`src/rtl/lrsc_pkg.sv`:
```
package lrsc_pkg;
  typedef enum logic {
    OP_LR = 1'b0,
    OP_SC = 1'b1
  } lrsc_op_e;
endpackage

```
`src/rtl/lrsc_rst_sync.sv`:
```
module lrsc_rst_sync #(
  parameter int STAGES = 2
) (
  input  logic clk,
  input  logic arst_n,
  output logic rst_n_sync
);
  logic [STAGES-1:0] sync_q;

  always_ff @(posedge clk or negedge arst_n) begin
    if (!arst_n) begin
      sync_q <= '0;
    end else begin
      sync_q <= {sync_q[STAGES-2:0], 1'b1};
    end
  end

  assign rst_n_sync = sync_q[STAGES-1];
endmodule

```
`src/rtl/lrsc_resv_state.sv`:
```
module lrsc_resv_state
  import lrsc_pkg::*;
#(
  parameter int ADDR_W     = 32,
  parameter int LINE_OFS   = 2,
  parameter bit TRACK_ADDR = 1'b1
) (
  input  logic              clk,
  input  logic              rst_n,
  input  logic              req_valid,
  input  lrsc_op_e          req_op,
  input  logic [ADDR_W-1:0] req_addr,
  input  logic              inv_valid,
  input  logic [ADDR_W-1:0] inv_addr,
  output logic              flag,
  output logic              sc_pass
);
  localparam int LINE_W = ADDR_W - LINE_OFS;

  logic flag_q, flag_d;
  logic req_match;
  logic inv_hit_cur;
  logic inv_hit_new;
  logic lr_take;
  logic sc_take;

  assign lr_take = req_valid && (req_op == OP_LR);
  assign sc_take = req_valid && (req_op == OP_SC);

  generate
    if (TRACK_ADDR) begin : g_track
      logic [LINE_W-1:0] line_q, line_d;
      logic              line_en;

      assign line_en = lr_take;

      always_comb begin
        line_d = line_q;
        if (line_en) begin
          line_d = req_addr[ADDR_W-1:LINE_OFS];
        end
      end

      always_ff @(posedge clk or negedge rst_n) begin
        if (!rst_n) begin
          line_q <= '0;
        end else begin
          line_q <= line_d;
        end
      end

      assign req_match   = (req_addr[ADDR_W-1:LINE_OFS] == line_q);
      assign inv_hit_cur = inv_valid && (inv_addr[ADDR_W-1:LINE_OFS] == line_q);
      assign inv_hit_new = inv_valid &&
                           (inv_addr[ADDR_W-1:LINE_OFS] == req_addr[ADDR_W-1:LINE_OFS]);
    end else begin : g_noaddr
      assign req_match   = 1'b1;
      assign inv_hit_cur = inv_valid;
      assign inv_hit_new = inv_valid;
    end
  endgenerate

  assign sc_pass = sc_take && flag_q && req_match && !inv_hit_cur;

  always_comb begin
    flag_d = flag_q;
    if (lr_take) begin
      flag_d = !inv_hit_new;
    end else if (sc_take) begin
      flag_d = 1'b0;
    end else if (inv_hit_cur) begin
      flag_d = 1'b0;
    end
  end

  always_ff @(posedge clk or negedge rst_n) begin
    if (!rst_n) begin
      flag_q <= 1'b0;
    end else begin
      flag_q <= flag_d;
    end
  end

  assign flag = flag_q;

  assert_sc_clears_R4: assert property (@(posedge clk) disable iff (!rst_n)
    sc_take |=> !flag_q);
  assert_inv_kills_R6: assert property (@(posedge clk) disable iff (!rst_n)
    (!req_valid && inv_hit_cur) |=> !flag_q);
  assert_lr_arms_R1: assert property (@(posedge clk) disable iff (!rst_n)
    (lr_take && !inv_hit_new) |=> flag_q);
  assert_lr_inv_R10: assert property (@(posedge clk) disable iff (!rst_n)
    (lr_take && inv_hit_new) |=> !flag_q);
endmodule

```
`src/rtl/lrsc_resp.sv`:
```
module lrsc_resp
  import lrsc_pkg::*;
#(
  parameter int DATA_W = 32
) (
  input  logic              clk,
  input  logic              rst_n,
  input  logic              req_valid,
  input  lrsc_op_e          req_op,
  input  logic              sc_pass,
  input  logic [DATA_W-1:0] mem_rdata,
  output logic              rsp_valid,
  output logic [DATA_W-1:0] rsp_data
);
  logic vld_q, vld_d;
  logic is_sc_q, is_sc_d;
  logic fail_q, fail_d;

  always_comb begin
    vld_d   = req_valid;
    is_sc_d = is_sc_q;
    fail_d  = fail_q;
    if (req_valid) begin
      is_sc_d = (req_op == OP_SC);
      fail_d  = !sc_pass;
    end
  end

  always_ff @(posedge clk or negedge rst_n) begin
    if (!rst_n) begin
      vld_q   <= 1'b0;
      is_sc_q <= 1'b0;
      fail_q  <= 1'b0;
    end else begin
      vld_q   <= vld_d;
      is_sc_q <= is_sc_d;
      fail_q  <= fail_d;
    end
  end

  assign rsp_valid = vld_q;
  assign rsp_data  = is_sc_q ? {{(DATA_W-1){1'b0}}, fail_q} : mem_rdata;

  assert_rsp_follows_req_R1: assert property (@(posedge clk) disable iff (!rst_n)
    rsp_valid == $past(req_valid));
endmodule

```
`src/rtl/lrsc_tracker.sv`:
```
module lrsc_tracker
  import lrsc_pkg::*;
#(
  parameter int ADDR_W     = 32,
  parameter int DATA_W     = 32,
  parameter int LINE_OFS   = 2,
  parameter bit TRACK_ADDR = 1'b1
) (
  input  logic              clk,
  input  logic              rst_n,
  input  logic              req_valid,
  input  logic              req_sc,
  input  logic [ADDR_W-1:0] req_addr,
  input  logic [DATA_W-1:0] req_wdata,
  output logic              rsp_valid,
  output logic [DATA_W-1:0] rsp_data,
  output logic              mem_rd_en,
  output logic              mem_wr_en,
  output logic [ADDR_W-1:0] mem_addr,
  output logic [DATA_W-1:0] mem_wdata,
  input  logic [DATA_W-1:0] mem_rdata,
  input  logic              inv_valid,
  input  logic [ADDR_W-1:0] inv_addr,
  output logic              kill_valid,
  output logic [ADDR_W-1:0] kill_addr,
  output logic              resv_active
);
  logic     rst_n_s;
  lrsc_op_e op;
  logic     sc_pass;

  assign op = req_sc ? OP_SC : OP_LR;

  lrsc_rst_sync #(.STAGES(2)) u_rst (
    .clk       (clk),
    .arst_n    (rst_n),
    .rst_n_sync(rst_n_s)
  );

  lrsc_resv_state #(
    .ADDR_W    (ADDR_W),
    .LINE_OFS  (LINE_OFS),
    .TRACK_ADDR(TRACK_ADDR)
  ) u_state (
    .clk      (clk),
    .rst_n    (rst_n_s),
    .req_valid(req_valid),
    .req_op   (op),
    .req_addr (req_addr),
    .inv_valid(inv_valid),
    .inv_addr (inv_addr),
    .flag     (resv_active),
    .sc_pass  (sc_pass)
  );

  lrsc_resp #(.DATA_W(DATA_W)) u_resp (
    .clk      (clk),
    .rst_n    (rst_n_s),
    .req_valid(req_valid),
    .req_op   (op),
    .sc_pass  (sc_pass),
    .mem_rdata(mem_rdata),
    .rsp_valid(rsp_valid),
    .rsp_data (rsp_data)
  );

  assign mem_rd_en  = req_valid && !req_sc;
  assign mem_wr_en  = sc_pass;
  assign mem_addr   = req_addr;
  assign mem_wdata  = req_wdata;
  assign kill_valid = sc_pass;
  assign kill_addr  = req_addr;

  assert_nowrite_unarmed_R3: assert property (@(posedge clk) disable iff (!rst_n_s)
    (req_valid && req_sc && !resv_active) |-> !mem_wr_en);
  assert_kill_drops_R5: assert property (@(posedge clk) disable iff (!rst_n_s)
    kill_valid |=> !resv_active);
  assert_write_armed_R2: assert property (@(posedge clk) disable iff (!rst_n_s)
    mem_wr_en |-> (resv_active && req_valid && req_sc));

  generate
    if (!TRACK_ADDR) begin : g_noaddr_chk
      assert_any_inv_R7: assert property (@(posedge clk) disable iff (!rst_n_s)
        (inv_valid && !req_valid) |=> !resv_active);
      assert_inv_beats_sc_R8: assert property (@(posedge clk) disable iff (!rst_n_s)
        inv_valid |-> !mem_wr_en);
    end
  endgenerate
endmodule

```
`config.mk`:
```
export PLATFORM = sky130hd
export DESIGN_NAME = lrsc_tracker
export DESIGN_NICKNAME = d
export VERILOG_FILES = /design/src/rtl/lrsc_pkg.sv /design/src/rtl/lrsc_rst_sync.sv /design/src/rtl/lrsc_resv_state.sv /design/src/rtl/lrsc_resp.sv /design/src/rtl/lrsc_tracker.sv
export SDC_FILE = /design/constraint.sdc
export NUM_CORES = 1
export LEC_CHECK = 0
export ABC_AREA = 1
export BUFFER_PORTS_ARGS = -buffer_cell sky130_fd_sc_hd__buf_4
export CAP_MARGIN = 20
export CORE_AREA = 2 2 132 134
export DETAILED_ROUTE_END_ITERATION = 10
export DIE_AREA = 0 0 134 136
export GPL_TIMING_DRIVEN = 0
export HOLD_SLACK_MARGIN = 0.15
export PLACE_DENSITY = 0.6
export SYNTH_ARGS = -nofsm -noshare
export SYNTH_HDL_FRONTEND = slang
export SYNTH_SLANG_ARGS = --single-unit
```
`constraint.sdc`:
```
create_clock -name clk -period 3.3 [get_ports clk]
set_input_delay 0.495 -clock clk [delete_from_list [all_inputs] [get_ports clk]]
set_output_delay 0.495 -clock clk [all_outputs]
set_load 0.02 [all_outputs]
```
==> results.yml, run 1 <==
route:
  drt_first_iter_violations: 322
  postRouteAntennaNets: 0
  dr_total_vias: 4952
  average_via_count_per_standard_cell: 4.14
  post_drt_wl_per_cell_um: 13.2
  post_route_drc_violation_count: 0
  dr.pass1.iters: 5
  routed_wl_um: 15800
yosys:
  yosys.cell_types.count: 18
  netlist_top_cells_area: "sky130_fd_sc_hd__nand2_1, sky130_fd_sc_hd__dfrtp_1, sky130_fd_sc_hd__buf_4"
  syn_area_um2: 4120
  post_synth_fa_ha_maj_area_fraction_pct: 0
  post_synth_and_or_nand_nor_area_fraction_pct: 39.0
  synthesis.instances: 733
  post_synth_xor_area_fraction_pct: 3.62
  mappedNetlistNets: 866
  yosys.area.top_type: "sky130_fd_sc_hd__nand2_1"
  main_combinational_cell_family_by_area_after_synthesis: "simple AND/OR/NAND/NOR gates"
  postSynthAreaPerCell_um2: 5.62
  postSynthRegisterBits: 36
  ys_warn_count: 0
  muxShareOfSynthArea_pct: 0
  synth_top_cell_area_share_pct: 23.0
  compound_gate_fraction_of_synth_area_pct: 5.59
  yosysSeqAreaShare_pct: 21.9
worst_setup_path:
  critical_path.startpoint_type: "flip-flop"
  crit_chain: "xnor2_1 -> nand3_1 -> nor2_1 -> nand3_1 -> nor2_1 -> nand2_1 -> nor2_1 -> buf_4 -> buf_4"
  required_time_at_the_endpoint_of_the_critical_path_ps: 2800
  critical_path.startpoint: "u_state.g_track.line_q[5]"
  critical_path_class: "reg2out"
  worst_setup_path_end_kind: "output pin"
  timing.rr.start: "u_state.g_track.line_q[7]"
  cp_slowest_stage_delay_ps: 400
  cpMostUsedCell: "sky130_fd_sc_hd__nor2_1"
  cp_max_fo: 3
  cp.arrival_ps: 2030
  cpMaxStageDelayCell: "sky130_fd_sc_hd__dfrtp_1"
global_route:
  grt_max_degree: 35
  grt_pass1_vias: 4332
  gr-total-overflow: 0
  grt_antenna_before_repair: 0
  globalRouteTotalUtil_pct: 16.2
  global_route_wire_length_before_repair_um: 22800
power:
  p_leak_nw: 3.68
  vdd_ir_drop_max_v: 0.000188
  power-per-cell-area_nw_per_um2: 312
  total_power_mw: 1.96
sta:
  max-slew-margin-rel_pct: 45.5
  fmaxAchievable_mhz: 396
  clock_skew_ps: 4.74
  hold_viol: 0
  finalSetupViolCount: 0
  post-route-worst-setup-slack_ps: 778
  finalMaxSlewViolations: 0
  whs_ps: 348
  tightest_slew_ps: 817
  sum_of_negative_setup_slack_ps: 0
  period_needed_ps: 2520
  setup_repair_after_global_routing_missed_its_margin: "false"
  tcrit_tclk_final_pct: 76.4
final_layout:
  layout.nets: 1103
  layout.filler_cells: 1847
  post_layout_nonfiller_instances: 1196
  final_design_utilization_pct: 37.2
  layout.cells.most_common_list: "sky130_fd_sc_hd__buf_4, sky130_fd_sc_hd__nand2_1, sky130_fd_sc_hd__inv_1, sky130_fd_sc_hd__nor2_1, sky130_fd_sc_hd__o21ai_0"
  num_antenna_cells: 0
  area_delta_synth_final_pct: 52.4
  final_common_cell: "sky130_fd_sc_hd__buf_4"
  post_route_cells_drive_above_1_share_pct: 35.1
  stdcell_area_um2: 6270
clocking:
  cts_clock_pin_slew_for_the_worst_setup_and_hold_paths_ps: 60
  max-clock-path-buffers: 2
  cts_resized: 0
  clk_latency_ps: 280
  cts.sink_count: 36
  htree_levels: 2
  cts_made_buffers: 5
  clockRootBuffer: "sky130_fd_sc_hd__clkbuf_16"
  tritoncts_clock_tree: "done"
place:
  post_detailed_placement_cell_area_um2: 6120
  detailedPlace.worstSlack_ps: 823
  hpwl_um: 13600
  buffer_ports.inserted: 229
  globalplace.congestion: 0.964
  place.detailed.instances: 1187
floorplan:
  floorplan.initialDensity_pct: 24.4
  die_h_um: 136
  core.rowCount: 48
  die_area_um2: 18200
  pin_count: 266
  area_inside_the_core_boundary_um2: 16900
  die_width_um: 134
status:
  status: "finished, final reports clean"
hold_path:
  min-delay-path-class: "reg2reg"
  hold_start: "u_rst.sync_q[0]"
run:
  max_cap_viol_count: 0
state kept, by name, indices dropped and copies added (netlist names):
| name | cells |
|---|---|
| u_rst.sync_q | 2 |
| u_resp.is_sc_q | 1 |
| u_state.g_track.line_q | 30 |
| u_resp.rsp_valid | 1 |
| u_resp.fail_q | 1 |
| u_state.flag | 1 |
worst paths after layout:
check | slack (ps) | cells past startpoint | endpoint
min in group asynchronous | 370 | 0 | u_state.g_track.line_q[24]
worst max-delay path | 780 | 9 | mem_wr_en
worst min register to register | 350 | 0 | u_rst.sync_q[1]
max in group asynchronous | 2410 | 0 | u_state.g_track.line_q[15]
worst min-delay path | 350 | 0 | u_rst.sync_q[1]
worst max register to register | 1840 | 9 | u_resp.fail_q
cells in the mapped netlist (all sizes together):
| master | number |
|---|---|
| nand2 | 252 |
| inv | 122 |
| nor2 | 109 |
| buf | 101 |
| o21ai | 42 |
| dfrtp | 36 |
| nand4 | 20 |
| xnor2 | 15 |
| nand3 | 11 |
| nor3 | 8 |
| clkbuf | 6 |
| a21oi | 4 |
| or2 | 3 |
| xor2 | 2 |
| conb | 1 |
| nand3b | 1 |
per-layer routing:
layer | part of all wire [%] | up-vias | global-route usage [%]
met3 | 7.3 | 25 | 2.87
met2 | 47 | 212 | 26.5
met4 | 2.5 | 0 | 5.56
met1 | 43 | 2160 | 21.5
li1 | - | 2555 | -
met5 | 0 | - | 0
where the power goes:
group	leakage, nW	switching, mW	total, mW	internal (mW)
Clock	0.0712	0.187	0.488	0.302
Combinational	3.17	0.522	0.927	0.405
Sequential	0.436	0.0520	0.545	0.493
worst max-delay path: cells and delay by family (launching register included):
kind | cells | cell delay (ps)
DFF | 1 | 400
and+or+nand+nor | 6 | 760
xor gates and xnor gates | 1 | 320
buffers and inverters | 2 | 290
cell families after synthesis:
group / after synthesis
and+or+nand+nor: 404
other: 1
buffers and inverters: 229
xor gates and xnor gates: 17
AOI/OAI and AO/OA: 46
DFF: 36
cell type report:
| class | instances | area, um^2 | share of cell area (%) |
|---|---|---|---|
| repair buffers | 230 | 1730 | 27.6 |
| clock buffers | 8 | 146 | 2.33 |
| flip-flops and latches | 36 | 902 | 14.4 |
| plain buffers | 107 | 771 | 12.3 |
| well taps | 225 | 282 | 4.49 |
| inverters | 122 | 458 | 7.30 |
| multi-input cells | 468 | 1990 | 31.7 |
what timing repair did:
action	4_1_cts	5_1_grt
hold buffers	1	0
setup buffers	0	0
endpoints found under the hold margin	2	0
Note: power is estimated with default switching activity, not from simulation.
==> run 2, diff against run 1 <==
Settings changed: PLACE_DENSITY 0.6 to 0.62.
Clock period 3.3 ns to 2.25 ns, I/O delays scaled along.
==> results.yml, run 2 (synthesized netlist as in run 1, its figures left out) <==
status:
  status: "finished, final reports clean"
final_layout:
  area_delta_synth_final_pct: 53.8
  num_antenna_cells: 0
  layout.nets: 1104
  top_regs: "u_state.g_track.line_q (30), u_rst.sync_q (2)"
  final_common_cell: "sky130_fd_sc_hd__buf_4"
  largest_register_ff_count: 30
  register_name_with_the_most_flops: "u_state.g_track.line_q"
  post_route_cells_drive_above_1_share_pct: 36.3
  stdcell_area_um2: 6330
  final_design_utilization_pct: 37.5
  layout.cells.most_common_list: "sky130_fd_sc_hd__buf_4, sky130_fd_sc_hd__nand2_1, sky130_fd_sc_hd__inv_1, sky130_fd_sc_hd__nor2_1, sky130_fd_sc_hd__o21ai_0"
global_route:
  grt_antenna_before_repair: 0
  gr-total-overflow: 0
  grt_max_degree: 35
  globalRouteTotalUtil_pct: 16.1
  global_route_wire_length_before_repair_um: 22800
  grt_pass1_vias: 4336
place:
  globalplace.congestion: 0.932
  post_detailed_placement_cell_area_um2: 6120
  buffer_ports.inserted: 229
  hpwl_um: 13500
sta:
  setup_repair_after_global_routing_missed_its_margin: "false"
  fmaxAchievable_mhz: 458
  finalMaxSlewViolations: 0
  clock_skew_ps: 4.85
  sum_of_negative_setup_slack_ps: 0
  max-slew-margin-rel_pct: 44.3
  tightest_slew_ps: 835
  whs_ps: 201
  tcrit_tclk_final_pct: 97.0
  period_needed_ps: 2180
  hold_viol: 0
  finalSetupViolCount: 0
floorplan:
  pin_count: 266
  floorplan.initialDensity_pct: 24.4
  die_area_um2: 18200
  die_width_um: 134
  core.rowCount: 48
  die_h_um: 136
  area_inside_the_core_boundary_um2: 16900
hold_path:
  min-delay-path-class: "in2reg"
  hold_path_depth: 1
route:
  post_drt_wl_per_cell_um: 13.2
  average_via_count_per_standard_cell: 4.13
  routed_wl_um: 15700
  drt_first_iter_violations: 275
  post_route_drc_violation_count: 0
  postRouteAntennaNets: 0
  dr_total_vias: 4939
  dr.pass1.iters: 5
worst_setup_path:
  cp_max_fo: 2
  critical_path.startpoint_type: "flip-flop"
  critical_path_class: "reg2out"
  cp.arrival_ps: 1840
  number_of_cell_instances_on_the_worst_register_to_register_path: 8
  worst_setup_path_end_kind: "output pin"
  required_time_at_the_endpoint_of_the_critical_path_ps: 1910
power:
  seqPwrFrac_pct: 27.4
  internal_power_mw: 1.79
  total_power_mw: 2.93
  p_clk_share_pct: 25.7
  vdd_ir_drop_max_v: 0.000233
  power.net_switching_mw: 1.14
  power-per-cell-area_nw_per_um2: 463
  combinationalPowerShare_pct: 47.0
  switching_share_pct: 38.9
  p_leak_nw: 3.70
clocking:
  htree_levels: 2
  cts_made_buffers: 5
  clockRootBuffer: "sky130_fd_sc_hd__clkbuf_16"
  cts.sink_count: 36
  tritoncts_clock_tree: "done"
  clk_latency_ps: 280
  cts_clock_pin_slew_for_the_worst_setup_and_hold_paths_ps: 60
  max-clock-path-buffers: 2
run:
  max_cap_viol_count: 0
[run 2: changes by cell type in the layout (fill, tap and decap cells not counted), sizes merged]
cell    before  now
buf        330  331
clkbuf      14   13
[run 2: layout make-up]
class	count	area [um^2]
Fill cell	1883	10500
Sequential cell	36	902
Multi-Input combinational cell	468	2030
Tap cell	225	282
Timing Repair Buffer	231	1740
Buffer	107	771
Inverter	122	458
Clock buffer	7	153
[run 2: metal layers]
layer | track usage (%) | up-vias | part of all wire, %
met5 | 0 | - | 0
met4 | 5.02 | 0 | 2.2
met1 | 22.0 | 2134 | 44
met2 | 25.9 | 222 | 46
met3 | 2.61 | 25 | 7.8
li1 | - | 2558 | -
[run 2: final timing paths]
kind,start,endpoint,slack [ps]
setup reg to reg,u_state.g_track.line_q[22],u_state.flag,770
max in group asynchronous,u_rst.sync_q[1],u_state.g_track.line_q[15],1340
hold / removal,req_valid,u_resp.rsp_valid,200
hold reg to reg,u_rst.sync_q[0],u_rst.sync_q[1],360
setup / recovery,u_state.g_track.line_q[2],mem_wr_en,70
min in group asynchronous,rst_n,u_rst.sync_q[1],360
[run 2: repair_timing]
item / CTS / global route
hold buffers: 1 / 0
setup endpoints to repair: 2 / 1
pin swaps: 1 / 4
resized for setup: 2 / 10
endpoints found under the hold margin: 2 / 0
setup buffers: 0 / 1
[run 2: stage by stage]
step                      std cells  setup slack (ps)
after floorplan                 733               455
final                          1196              67.7
after detailed placement       1187              92.7
after CTS                      1195              26.6
after global placement         1187              76.5
after global routing           1196             0.965
[run 2: power groups by stage]
stage          Combinational [mW]  Sequential, mW  Clock [mW]
6_report                     1.38           0.802       0.752
5_1_grt                      1.50           0.815       0.785
4_1_cts                      1.36           0.801       0.763
3_5_place_dp                 1.35           0.811           0
3_3_place_gp                 1.35           0.808           0
2_1_floorplan               0.786           0.794           0
[run 2: worst max-delay path: stages (launching register included)]
cell and delay (ps):
sky130_fd_sc_hd__dfrtp_1 390, sky130_fd_sc_hd__buf_4 140, sky130_fd_sc_hd__nand2_1 110, sky130_fd_sc_hd__nand2_1 70
sky130_fd_sc_hd__nor2_1 100, sky130_fd_sc_hd__nand4_1 110, sky130_fd_sc_hd__nor2_1 100, sky130_fd_sc_hd__nand2_1 70
sky130_fd_sc_hd__nor2_2 150, sky130_fd_sc_hd__nor2_4 50, sky130_fd_sc_hd__buf_4 120, sky130_fd_sc_hd__buf_4 140
